## src/rtl/kwdt_pkg.sv

```systemverilog
package kwdt_pkg;

    localparam int BYTE_W = 8;

    // register addresses
    localparam logic [1:0] ADDR_CTRL   = 2'd0;
    localparam logic [1:0] ADDR_RELOAD = 2'd1;
    localparam logic [1:0] ADDR_KEY1   = 2'd2;
    localparam logic [1:0] ADDR_KEY2   = 2'd3;

    // key bytes, in the order they must arrive
    localparam logic [BYTE_W-1:0] KEY_FIRST  = 8'hA5;
    localparam logic [BYTE_W-1:0] KEY_SECOND = 8'h5A;

    // control register bit positions
    localparam int CTL_SEL_LSB = 0;
    localparam int CTL_MODE    = 3;
    localparam int CTL_EN      = 4;
    localparam int CTL_CLR     = 5;

    typedef enum logic {
        KS_IDLE,
        KS_ARMED
    } key_st_e;

    typedef enum logic [1:0] {
        RS_OFF,
        RS_PAUSED,
        RS_RUN
    } run_st_e;

endpackage

```

## src/rtl/kwdt_key_seq.sv

```systemverilog
module kwdt_key_seq
    import kwdt_pkg::*;
(
    input  logic              clk,
    input  logic              rst_n,
    input  logic              wr_en,
    input  logic [1:0]        wr_addr,
    input  logic [BYTE_W-1:0] wr_data,
    output logic              feed_ok
);

    key_st_e st_q;
    key_st_e st_d;
    logic    hit_first;
    logic    hit_second;

    assign hit_first  = (wr_addr == ADDR_KEY1) && (wr_data == KEY_FIRST);
    assign hit_second = (wr_addr == ADDR_KEY2) && (wr_data == KEY_SECOND);

    // state register
    always_ff @(posedge clk or negedge rst_n) begin
        if (!rst_n) begin
            st_q <= KS_IDLE;
        end else begin
            st_q <= st_d;
        end
    end

    // next state: arm, rearm, feed, abort
    always_comb begin
        st_d = st_q;
        unique case (st_q)
            KS_IDLE: begin
                if (wr_en && hit_first) begin
                    st_d = KS_ARMED;
                end
            end
            KS_ARMED: begin
                if (wr_en) begin
                    st_d = hit_first ? KS_ARMED : KS_IDLE;
                end
            end
            default: st_d = KS_IDLE;
        endcase
    end

    // outputs
    always_comb begin
        feed_ok = 1'b0;
        unique case (st_q)
            KS_IDLE:  feed_ok = 1'b0;
            KS_ARMED: feed_ok = wr_en && hit_second;
            default:  feed_ok = 1'b0;
        endcase
    end

endmodule

```

## src/rtl/kwdt_prescale.sv

```systemverilog
module kwdt_prescale #(
    parameter int SEL_W      = 3,
    parameter int PS_MIN_LOG = 5
) (
    input  logic             clk,
    input  logic             rst_n,
    input  logic             run,
    input  logic             clr,
    input  logic [SEL_W-1:0] sel,
    output logic             tick
);

    localparam int PS_W = PS_MIN_LOG + (1 << SEL_W) - 1;

    logic [PS_W-1:0] ps_q;
    logic [PS_W-1:0] limit;

    always_comb begin
        limit = PS_W'((64'd1 << (PS_MIN_LOG + int'(sel))) - 64'd1);
    end

    // greater-or-equal so that a smaller divide picked mid-period ends it at once
    assign tick = run && (ps_q >= limit);

    always_ff @(posedge clk or negedge rst_n) begin
        if (!rst_n) begin
            ps_q <= '0;
        end else if (clr) begin
            ps_q <= '0;
        end else if (run) begin
            ps_q <= tick ? '0 : ps_q + 1'b1;
        end
    end

endmodule

```

## src/rtl/kwdt_down_cnt.sv

```systemverilog
module kwdt_down_cnt
    import kwdt_pkg::*;
#(
    parameter int                CNT_W      = 8,
    parameter logic [CNT_W-1:0]  RELOAD_RST = '1
) (
    input  logic             clk,
    input  logic             rst_n,
    input  logic             en,
    input  logic             gate,
    input  logic             feed,
    input  logic             tick,
    input  logic [CNT_W-1:0] reload,
    output logic [CNT_W-1:0] count,
    output logic             run,
    output logic             expire
);

    run_st_e         st_q;
    run_st_e         st_d;
    logic [CNT_W-1:0] cnt_q;

    // run-state register
    always_ff @(posedge clk or negedge rst_n) begin
        if (!rst_n) begin
            st_q <= RS_OFF;
        end else begin
            st_q <= st_d;
        end
    end

    always_comb begin
        st_d = st_q;
        unique case (st_q)
            RS_OFF, RS_PAUSED, RS_RUN: begin
                if (!en) begin
                    st_d = RS_OFF;
                end else if (gate) begin
                    st_d = RS_PAUSED;
                end else begin
                    st_d = RS_RUN;
                end
            end
            default: st_d = RS_OFF;
        endcase
    end

    // outputs of the run controller
    always_comb begin
        run = 1'b0;
        unique case (st_q)
            RS_RUN:            run = 1'b1;
            RS_OFF, RS_PAUSED: run = 1'b0;
            default:           run = 1'b0;
        endcase
    end

    assign expire = tick && (cnt_q == '0) && !feed;

    always_ff @(posedge clk or negedge rst_n) begin
        if (!rst_n) begin
            cnt_q <= RELOAD_RST;
        end else if (feed) begin
            cnt_q <= reload;
        end else if (tick) begin
            cnt_q <= (cnt_q == '0) ? reload : cnt_q - 1'b1;
        end
    end

    assign count = cnt_q;

endmodule

```

## src/rtl/kwdt_top.sv

```systemverilog
module kwdt_top
    import kwdt_pkg::*;
#(
    parameter int               CNT_W      = 8,
    parameter int               SEL_W      = 3,
    parameter int               PS_MIN_LOG = 5,
    parameter logic [CNT_W-1:0] RELOAD_RST = '1
) (
    input  logic              clk,
    input  logic              rst_n,
    input  logic              clk_sel,
    input  logic              cpu_pd,
    input  logic              wr_en,
    input  logic [1:0]        wr_addr,
    input  logic [BYTE_W-1:0] wr_data,
    output logic [CNT_W-1:0]  count_o,
    output logic              tmo_flag,
    output logic              rst_req,
    output logic              irq
);

    logic             en_q;
    logic             mode_rst_q;
    logic [SEL_W-1:0] sel_q;
    logic [CNT_W-1:0] reload_q;
    logic             flag_q;
    logic             rst_q;

    logic feed_ok;
    logic tick;
    logic cnt_run;
    logic expire;
    logic ctrl_wr;
    logic gate;

    assign ctrl_wr = wr_en && (wr_addr == ADDR_CTRL);
    assign gate    = clk_sel && cpu_pd;

    // configuration registers
    always_ff @(posedge clk or negedge rst_n) begin
        if (!rst_n) begin
            en_q       <= 1'b1;
            mode_rst_q <= 1'b1;
            sel_q      <= '0;
            reload_q   <= RELOAD_RST;
        end else if (wr_en) begin
            if (wr_addr == ADDR_CTRL) begin
                en_q       <= wr_data[CTL_EN];
                mode_rst_q <= wr_data[CTL_MODE];
                sel_q      <= wr_data[CTL_SEL_LSB +: SEL_W];
            end else if (wr_addr == ADDR_RELOAD) begin
                reload_q   <= CNT_W'(wr_data);
            end
        end
    end

    // timeout flag and reset pulse
    always_ff @(posedge clk or negedge rst_n) begin
        if (!rst_n) begin
            flag_q <= 1'b0;
            rst_q  <= 1'b0;
        end else begin
            rst_q <= expire && mode_rst_q;
            if (expire) begin
                flag_q <= 1'b1;
            end else if (ctrl_wr && wr_data[CTL_CLR]) begin
                flag_q <= 1'b0;
            end
        end
    end

    kwdt_key_seq u_key (
        .clk     (clk),
        .rst_n   (rst_n),
        .wr_en   (wr_en),
        .wr_addr (wr_addr),
        .wr_data (wr_data),
        .feed_ok (feed_ok)
    );

    kwdt_prescale #(
        .SEL_W      (SEL_W),
        .PS_MIN_LOG (PS_MIN_LOG)
    ) u_ps (
        .clk   (clk),
        .rst_n (rst_n),
        .run   (cnt_run),
        .clr   (feed_ok),
        .sel   (sel_q),
        .tick  (tick)
    );

    kwdt_down_cnt #(
        .CNT_W      (CNT_W),
        .RELOAD_RST (RELOAD_RST)
    ) u_cnt (
        .clk    (clk),
        .rst_n  (rst_n),
        .en     (en_q),
        .gate   (gate),
        .feed   (feed_ok),
        .tick   (tick),
        .reload (reload_q),
        .count  (count_o),
        .run    (cnt_run),
        .expire (expire)
    );

    assign tmo_flag = flag_q;
    assign rst_req  = rst_q;
    assign irq      = flag_q && !mode_rst_q;

endmodule

```

## config.mk

```make
export PLATFORM = sky130hd
export DESIGN_NAME = kwdt_top
export DESIGN_NICKNAME = d
export VERILOG_FILES = /design/src/rtl/kwdt_pkg.sv /design/src/rtl/kwdt_key_seq.sv /design/src/rtl/kwdt_prescale.sv /design/src/rtl/kwdt_down_cnt.sv /design/src/rtl/kwdt_top.sv
export SDC_FILE = /design/constraint.sdc
export NUM_CORES = 1
export LEC_CHECK = 0
export BUFFER_PORTS_ARGS = -buffer_cell sky130_fd_sc_hd__buf_2
export CAP_MARGIN = 20
export CORE_ASPECT_RATIO = 0.8
export CORE_MARGIN = 1.5
export CORE_UTILIZATION = 60
export CTS_BUF_LIST = sky130_fd_sc_hd__clkbuf_8
export CTS_CLUSTER_DIAMETER = 100
export DETAILED_ROUTE_END_ITERATION = 8
export HOLD_SLACK_MARGIN = 0.06
export PLACE_DENSITY = 0.81
export SLEW_MARGIN = 20
export SYNTH_ARGS = -nofsm -noshare
export SYNTH_HDL_FRONTEND = slang
export SYNTH_SLANG_ARGS = --single-unit
```

## constraint.sdc

```tcl
create_clock -name clk -period 5.5 [get_ports clk]
set_input_delay 0.55 -clock clk [delete_from_list [all_inputs] [get_ports clk]]
set_output_delay 0.55 -clock clk [all_outputs]
set_load 0.1 [all_outputs]
```

==> results.json, run 1 <==
{
  "ys.warnings.count": 0,
  "grt_pass1_vias": 1760,
  "cts.sinks": 38,
  "instances_no_fill": 323,
  "cts_tree": "done",
  "wl_per_cell_um": 15.48,
  "power_density_nw_per_um2": 433.4,
  "met1_length_mm": 2.500,
  "finalCritPeriodShare": 0.4588,
  "placedCellCount": 315,
  "syn_area_per_cell_um2": 9.779,
  "wl_met2_mm": 2.086,
  "grt_max_degree": 39,
  "viasPerCell": 5.926,
  "required_ns": 5.72,
  "clock_latency_ns": 0.30,
  "path_class": "reg2reg",
  "synth_cells": 244,
  "dieArea_um2": 4367,
  "arrival_ns": 2.74,
  "setup.worst_path.end_class": "flip-flop",
  "numCtsBuffers": 5,
  "hold_slack_ns": 0.3548,
  "worstMarginPinSlew_ns": 0.9515,
  "drv_slew": 0,
  "drc": 0,
  "setup-tns-final_ns": 0,
  "synthDistinctLibCells": 49,
  "netlist_area_um2": 2386,
  "wirelength_mm": 5.000,
  "async_flop_share": 1.000,
  "grt_pass1_wl_mm": 8.397,
  "leakage_nw": 1.237,
  "grt_setup_unrepaired": "false",
  "dpl.hpwl_mm": 3.620,
  "antenna_found_initial": 0,
  "vias": 1914,
  "routed.top_layer": "met4",
  "nNetsFinal": 298,
  "initial_core_util": 0.6273,
  "clk_path_buf_depth": 2,
  "r2r_slack_ns": 2.98,
  "min_period_ns": 2.523,
  "cp_max_fo": 9,
  "cts_setup_buffers": 0,
  "ant_nets": 0,
  "htree_levels": 2,
  "die_x_um": 73.51,
  "fillers": 303,
  "clk_transition_reported_paths_ns": 0.08,
  "cts_root_buffer": "clkbuf_8",
  "gp_congestion": 0.8705,
  "timing.final.hold_violations": 0,
  "ir_worst_vdd_v": 0.0002091,
  "overflow": 0,
  "fp.dieH_um": 59.41,
  "skew_ns": 0.01188,
  "num_rows": 20,
  "grt.total_usage": 0.2580,
  "ios": 26,
  "max_freq_ghz": 0.3963,
  "ctsHoldBuffers": 0,
  "cp-start-kind": "flip-flop",
  "slew_headroom": 0.3643,
  "drtIter0Drc": 199,
  "synthToLayoutAreaGrowth_pct": 9.701,
  "cap_violations": 0,
  "status": "complete, no violations",
  "synth-seq-cells": 38,
  "synth_seq_area_share": 0.4080,
  "port_buffers": 25,
  "wl_met3_um": 353,
  "final_layout_size_suffix_gt1_frac": 0.2500,
  "synthFlopType": "dfrtp_1",
  "antenna_cells": 0,
  "cts.repair.resized": 0,
  "firstDrtPassIters": 4,
  "finalSetupViolations": 0,
  "hold_class": "in2async",
  "synth_edf_count": 0,
  "core-area_um2": 3804
}
[area by class of cell]
cell class	count	area [um2]	area share
repair buffers	26	132.6	0.05067
clock buffers	5	68.82	0.02629
flip-flops and latches	38	973.4	0.3719
well taps	55	68.82	0.02629
multi-input cells	188	1333	0.5091
clock inverters	3	11.26	0.004302
inverters	8	30.03	0.01147
[stage by stage]
stage / utilization / instance area, um2 / worst slack (ns) / power (W)
2_1_floorplan: - / 2394 / 2.588 / 0.0008558
3_3_place_gp: 0.6671 / 2537 / 3.050 / 0.0009416
3_5_place_dp: 0.6671 / 2537 / 2.997 / 0.0009501
4_1_cts: 0.6882 / 2618 / 2.964 / 0.001132
5_1_grt: 0.6882 / 2618 / 2.785 / 0.001212
6_report: 0.6882 / 2618 / 2.977 / 0.001134
[final timing paths]
path                                         endpoint            startpoint  cells past startpoint
max                        u_cnt.count[6]$_DFFE_PN1P_  sel_q[1]$_DFFE_PN0P_                      8
min                         u_ps.ps_q[11]$_DFFE_PN0P_                 rst_n                      1
max reg2reg                u_cnt.count[6]$_DFFE_PN1P_  sel_q[1]$_DFFE_PN0P_                      8
min reg2reg                   u_cnt.st_q[1]$_DFF_PN0_      en_q$_DFFE_PN1P_                      2
max in group asynchronous           rst_req$_DFF_PN0_                 rst_n                      1
min in group clk              u_cnt.st_q[1]$_DFF_PN0_                cpu_pd                      2
[per-layer routing]
metal / global-route usage / vias up
li1: - / 934
met1: 0.4019 / 903
met2: 0.3449 / 66
met3: 0.05782 / 11
met4: 0.09259 / 0
met5: 0 / -
[state kept, by name (all words and copies together), names as in the netlist, named ones only]
name / cells
en_q: 1
mode_rst_q: 1
reload_q: 8
rst_req: 1
sel_q: 3
tmo_flag: 1
u_cnt.count: 8
u_cnt.st_q: 2
u_ps.ps_q: 12
[power breakdown]
group          leakage (nW)  switching [W]  internal, W
Combinational         0.735       0.000344     0.000147
Clock                0.0519      0.0000974    0.0000845
Sequential            0.450      0.0000880     0.000374
Total                  1.24       0.000530     0.000605
[critical path, cell delays in order (launching register included)]
cell,delay [ns]
dfrtp_1,0.46
o21ai_0,0.16
nand2b_1,0.18
ha_1,0.26
nand2_1,0.05
or3_1,0.41
nor2b_1,0.54
o32ai_1,0.17
a22oi_1,0.21
[cells in the final DEF (no fill, tap or decap), types with 6 or more instances in the layout]
master and count:
buf_2 25, xor2_1 8, inv_1 11, ha_1 16
a21oi_1 14, nor3_1 7, o21ai_0 9, a22oi_1 6
mux2_2 13, dfstp_2 18, dfrtp_1 20, nor2_1 21
nand2_1 19
[logic make-up (layout without fill, tap and decap cells)]
group	Yosys count	count (layout)	share of synthesized area
muxes	18	18	0.08233
and+or+nand+nor	90	90	0.2066
AOI/OAI and AO/OA	51	51	0.1463
other	2	4	0.003147
xor gates and xnor gates	9	9	0.03304
buffers and inverters	20	42	0.03671
adders and majority gates	16	16	0.08390
DFF	38	38	0.4080
[Yosys cell counts (4+ instances only)]
cell / count / area, um2
xor2_1: 8 / 70.07
o32ai_1: 5 / 43.79
mux2_2: 13 / 146.4
buf_2: 4 / 20.02
a22oi_1: 6 / 45.04
nor2b_1: 4 / 25.02
dfstp_2: 18 / 473.0
nand2_1: 19 / 71.32
nor3_1: 7 / 35.03
dfrtp_1: 20 / 500.5
ha_1: 16 / 200.2
o21ai_0: 9 / 45.04
clkbuf_1: 7 / 26.28
mux2i_1: 5 / 50.05
o2111ai_1: 5 / 43.79
nor2_1: 21 / 78.83
and3_1: 5 / 31.28
and2_1: 4 / 25.02
nand3b_1: 4 / 30.03
inv_1: 8 / 30.03
a21oi_1: 14 / 70.07
No activity file was read; power rests on OpenSTA's default activity.
==> inputs of run 2 (changes only) <==
Settings changed: ABC_AREA from default to 1, CORE_UTILIZATION 60 to 56, PLACE_DENSITY 0.81 to 0.79.
Clock period 5.5 ns to 2.3 ns, I/O delays scaled along.
==> results.json, run 2 <==
{
  "status": "complete, no violations",
  "core-area_um2": 4569,
  "syn_area_per_cell_um2": 7.224,
  "instances_no_fill": 457,
  "dpl.hpwl_mm": 4.270,
  "path_delay_family": "simple AND/OR/NAND/NOR gates",
  "synthToLayoutAreaGrowth_pct": 9.863,
  "place_area_um2": 2811,
  "yosysTopAreaCellShare": 0.1888,
  "synthDistinctLibCells": 34,
  "clk_path_buf_depth": 2,
  "initial_core_util": 0.5802,
  "worstMarginPinSlew_ns": 0.8374,
  "synth_top_area_cell": "dfrtp_1",
  "drtIter0Drc": 199,
  "ir_worst_vdd_v": 0.001002,
  "final_common_cell": "nand2_1",
  "synth_seq_area_share": 0.3672,
  "grt_setup_unrepaired": "false",
  "synth_edf_count": 0,
  "clk_transition_reported_paths_ns": 0.07,
  "use_met1": 0.3520,
  "gr-usage-met2": 0.3687,
  "viasPerCell": 5.201,
  "leakage_nw": 1.613,
  "required_ns": 2.54,
  "setup-tns-final_ns": 0,
  "power_density_nw_per_um2": 1126,
  "path_class": "reg2reg",
  "firstDrtPassIters": 5,
  "num_rows": 22,
  "cts_root_buffer": "clkbuf_8",
  "final_cell_mix": "118 x nand2_1, 49 x inv_1, 34 x nor2_1, 28 x nand3_1, 25 x buf_2",
  "grt.total_usage": 0.2439,
  "skew_ns": 0.009994,
  "cp-start-kind": "flip-flop",
  "cts.repair.resized": 0,
  "synth_top_family_by_area": "simple AND/OR/NAND/NOR gates",
  "synth_simple_gate_area_frac": 0.3823,
  "regMostFlops": "u_ps.ps_q",
  "min_period_ns": 2.054,
  "crit_top_cell": "nand2_1",
  "placedCellCount": 448,
  "ys.warnings.count": 0,
  "dieArea_um2": 5159,
  "nNetsFinal": 427,
  "synthMuxAreaShare": 0.004247,
  "vias": 2377,
  "largest_reg_flops": 12,
  "numCtsBuffers": 5,
  "synth-seq-cells": 38,
  "gp_congestion": 0.8722,
  "grt_pass1_vias": 2076,
  "clock_latency_ns": 0.30,
  "slowest_delay_ns": 0.43,
  "async_flop_share": 1.000,
  "cp_cell_sequence": "inv_1, nor2_1, o21ai_0, ha_1, nand2_1, nor2_2, and2_1, nand2_1, nand3_2, nand2_4, nand2_4, nand2_1, nand2_1",
  "cp_max_fo": 14,
  "hold_class": "in2reg",
  "htree_levels": 2,
  "max_freq_ghz": 0.4869,
  "final_layout_size_suffix_gt1_frac": 0.1839,
  "synth_most_common_cell": "nand2_1",
  "wl_per_cell_um": 12.25,
  "critPathSlowestCell": "dfrtp_1",
  "antenna_cells": 0,
  "grt_busiest_layer": "met2",
  "die_x_um": 79.93,
  "use_met3": 0.04366,
  "finalCritPeriodShare": 0.8929,
  "design_area_um2": 2913,
  "netlist_area_um2": 2651,
  "arrival_ns": 2.30,
  "synthFlopType": "dfrtp_1",
  "timing.final.hold_violations": 0,
  "cts_tree": "done",
  "cap_violations": 0,
  "synthAdderAreaFrac": 0.07551,
  "drc": 0,
  "synth-xor-area-share": 0.01982,
  "ios": 26,
  "finalSetupViolations": 0,
  "synth_cells": 367,
  "port_buffers": 25,
  "synthTopCellsByCount": "118 x nand2_1, 48 x inv_1, 35 x nor2_1",
  "synth-compound-area-share": 0.05427,
  "fp.dieH_um": 64.54,
  "slew_headroom": 0.4417,
  "ys_top_cells_by_area": "dfrtp_1 19%, dfstp_2 18%, nand2_1 17%, ha_1 7.6%, inv_1 6.8%",
  "p_total_w": 0.003281,
  "overflow": 0,
  "wirelength_mm": 5.596,
  "drv_slew": 0,
  "setup.worst_path.end_class": "flip-flop",
  "cts.sinks": 38,
  "antenna_found_initial": 0,
  "grt_max_degree": 39,
  "ant_nets": 0,
  "grt_pass1_wl_mm": 9.673,
  "crit_buf_inv": 1
}
run 2: what timing repair did:
item / in CTS / in global routing
hold buffers: 1 / 0
hold endpoints to repair: 12 / 0
buffers inserted: 0 / 0
run 2: stage by stage:
| stage | setup WS [ns] | hold WS, ns | utilization |
|---|---|---|---|
| after floorplan | 0.2191 | -0.06559 | - |
| after global placement | 0.3727 | 0.3698 | 0.6153 |
| after detailed placement | 0.2707 | 0.3732 | 0.6153 |
| after CTS | 0.2507 | 0.1174 | 0.6375 |
| after global routing | 0.03754 | 0.1164 | 0.6375 |
| final | 0.2464 | 0.1184 | 0.6375 |
run 2: cell families after synthesis:
family          after synthesis
fa+ha+maj                    16
simple gates                217
xor+xnor                      6
buf+inv                      59
mux                           1
other cells                   2
flops                        38
compound gates               28
run 2: metal layers:
metal,up-vias,part of all wire
met5,-,0
met4,0,0.015
met3,8,0.062
met2,87,0.43
met1,1068,0.49
li1,1214,-
run 2: area by class of cell:
| type | count | area (um2) |
|---|---|---|
| timing repair buffer | 26 | 135.1 |
| inverter | 53 | 198.9 |
| multi-input combinational | 272 | 1439 |
| clock buffer | 6 | 82.58 |
| tap | 60 | 75.07 |
| fill | 413 | 1657 |
| clock inverter | 2 | 8.758 |
| sequential | 38 | 973.4 |
run 2: worst paths after layout:
kind | slack [ns] | start | to | depth (start not counted)
worst max register to register | 0.25 | sel_q[2]$_DFFE_PN0P_ | u_cnt.count[7]$_DFFE_PN1P_ | 13
worst min-delay path | 0.12 | cpu_pd | u_cnt.st_q[1]$_DFF_PN0_ | 2
worst min register to register | 0.49 | reload_q[7]$_DFFE_PN1P_ | reload_q[7]$_DFFE_PN1P_ | 2
min in group asynchronous | 0.57 | rst_n | u_ps.ps_q[4]$_DFFE_PN0P_ | 2
max in group asynchronous | 1.19 | rst_n | rst_req$_DFF_PN0_ | 2
worst max-delay path | 0.25 | sel_q[2]$_DFFE_PN0P_ | u_cnt.count[7]$_DFFE_PN1P_ | 13
run 2: report_power, final:
part	leakage (nW)	switching, W	internal, W
sequential	0.456	0.000193	0.000895
combinational	1.10	0.00124	0.000469
clock	0.0524	0.000243	0.000238
total	1.61	0.00168	0.00160
==> inputs of run 3 (changes only) <==
Settings changed: CORE_UTILIZATION 56 to 59, CTS_BUF_LIST sky130_fd_sc_hd__clkbuf_8 to sky130_fd_sc_hd__clkbuf_16, GPL_TIMING_DRIVEN from default to 0, PLACE_DENSITY 0.79 to 0.8.
Clock period 2.3 ns to 2.1 ns, I/O delays scaled along.
==> results.json, run 3 (synthesis results as in run 2) <==
{
  "ctsHoldBuffers": 0,
  "core-area_um2": 4257,
  "overflow": 0,
  "required_ns": 2.32,
  "ant_nets": 0,
  "wirelength_mm": 6.235,
  "final_common_cell": "nand2_1",
  "fp.dieH_um": 62.96,
  "final_cell_mix": "116 x nand2_1, 50 x inv_1, 30 x nor2_1, 28 x nand3_1, 26 x buf_2",
  "arrival_ns": 2.26,
  "power_density_nw_per_um2": 1269,
  "cp-start-kind": "flip-flop",
  "r2r-start": "sel_q[1]$_DFFE_PN0P_",
  "cts.sinks": 38,
  "nNetsFinal": 439,
  "timing.final.hold_violations": 0,
  "min_period_ns": 2.039,
  "vias": 2473,
  "viasPerCell": 5.307,
  "wl_per_cell_um": 13.38,
  "synthToLayoutAreaGrowth_pct": 17.89,
  "drtIter0Drc": 182,
  "dp_slack_ns": -0.09316,
  "slew_headroom": 0.4418,
  "r2r_cells": 14,
  "setup.worst_path.end_class": "flip-flop",
  "fillers": 339,
  "clock_latency_ns": 0.28,
  "ir_worst_vdd_v": 0.001071,
  "final_layout_size_suffix_gt1_frac": 0.2323,
  "regMostFlops": "u_ps.ps_q",
  "setup_slack_ns": 0.06132,
  "hold_class": "in2async",
  "placedCellCount": 451,
  "largest_reg_flops": 12,
  "leakage_nw": 1.704,
  "status": "complete, no violations",
  "grt_pass1_vias": 2232,
  "cts_tree": "done",
  "drc": 0,
  "antenna_found_initial": 0,
  "max_freq_ghz": 0.4905,
  "worstMarginPinSlew_ns": 0.8373,
  "grt_pass1_wl_mm": 10.14,
  "htree_levels": 2,
  "drv_slew": 0,
  "initial_core_util": 0.6229,
  "finalSetupViolations": 0,
  "p_total_w": 0.003966,
  "clk_transition_reported_paths_ns": 0.06,
  "dieArea_um2": 4907,
  "cp_max_fo": 6,
  "rr_endpoint": "u_cnt.count[6]$_DFFE_PN1P_",
  "skew_ns": 0.007094,
  "antenna_cells": 0,
  "path_class": "reg2reg",
  "finalCritPeriodShare": 0.9708,
  "firstDrtPassIters": 4,
  "grt_max_degree": 39,
  "hold_slack_ns": 0.02497,
  "num_rows": 21,
  "clk_path_buf_depth": 2,
  "dpl.hpwl_mm": 4.401,
  "cap_violations": 0,
  "cts_root_buffer": "clkbuf_16",
  "gp_congestion": 0.8226,
  "ios": 26,
  "die_x_um": 77.95,
  "grt.total_usage": 0.2615,
  "numCtsBuffers": 5,
  "instances_no_fill": 466,
  "port_buffers": 25,
  "r2r_slack_ns": 0.06
}
run 3: changes by cell type in the layout (fill, tap and decap cells not counted), moves of 4 or more:
cell / before / now
clkbuf_8: 6 / 0
nor2_1: 34 / 30
nor2_2: 2 / 6
clkbuf_16: 0 / 6
buf_4: 0 / 5
run 3: critical path, stage by stage (launching register included):
cell and delay, ns:
dfrtp_1 0.43, nor2_1 0.09, nor2_2 0.13, o21ai_1 0.11, ha_1 0.28, nand2_1 0.06, nor2_2 0.13, and2_1 0.14
nand2_1 0.07, nand3_2 0.10, nand2_4 0.09, nand2_8 0.11, clkbuf_16 0.16, nand2_1 0.04, nand2_1 0.05
run 3: metal layers:
metal	global-route usage	up-vias	share of wire
met3	0.04380	6	0.053
li1	-	1241	-
met4	0.06027	0	0.012
met1	0.3677	1158	0.48
met2	0.4228	68	0.46
met5	0	-	0
run 3: worst max-delay path by stage:
| stage | from | endpoint | slack [ns] | cells after the start |
|---|---|---|---|---|
| floorplan | tmo_flag$_DFFE_PN0P_ | irq | 0.04 | 2 |
| global placement | sel_q[2]$_DFFE_PN0P_ | u_ps.ps_q[11]$_DFFE_PN0P_ | -0.04 | 13 |
| detailed placement | sel_q[2]$_DFFE_PN0P_ | u_cnt.count[3]$_DFFE_PN1P_ | -0.09 | 14 |
| CTS | sel_q[2]$_DFFE_PN0P_ | u_ps.ps_q[11]$_DFFE_PN0P_ | 0.005 | 13 |
| global route | sel_q[1]$_DFFE_PN0P_ | u_cnt.count[6]$_DFFE_PN1P_ | -0.06 | 14 |
| finish | sel_q[1]$_DFFE_PN0P_ | u_cnt.count[6]$_DFFE_PN1P_ | 0.06 | 14 |
run 3: final cells by class:
class	count	area (um2)	share of cell area
flip-flops and latches	38	975.9	0.3122
well taps	57	71.32	0.02282
repair buffers	32	198.9	0.06365
plain buffers	6	53.80	0.01721
multi-input cells	272	1490	0.4768
clock buffers	5	125.1	0.04003
inverters	53	198.9	0.06365
clock inverters	3	11.26	0.003603
run 3: power by group:
group | switching (W) | total [W] | internal, W
clock network | 0.000275 | 0.000701 | 0.000427
logic | 0.00145 | 0.00207 | 0.000621
registers | 0.000215 | 0.00120 | 0.000982
run 3: repair_timing:
item,in CTS,in global routing
endpoints found under the setup margin,10,22
setup buffers,1,5
cloned,0,1
pin swaps,0,7
resized for setup,1,17
run 3: stage by stage:
step	instance area, um2	TNS (ns)	utilization
after global placement	2858	-0.2856	0.6714
after global routing	3126	-0.4242	0.7343
after CTS	3003	0	0.7055
after floorplan	2661	0	-
after detailed placement	2858	-0.8238	0.6714
final	3126	0	0.7343
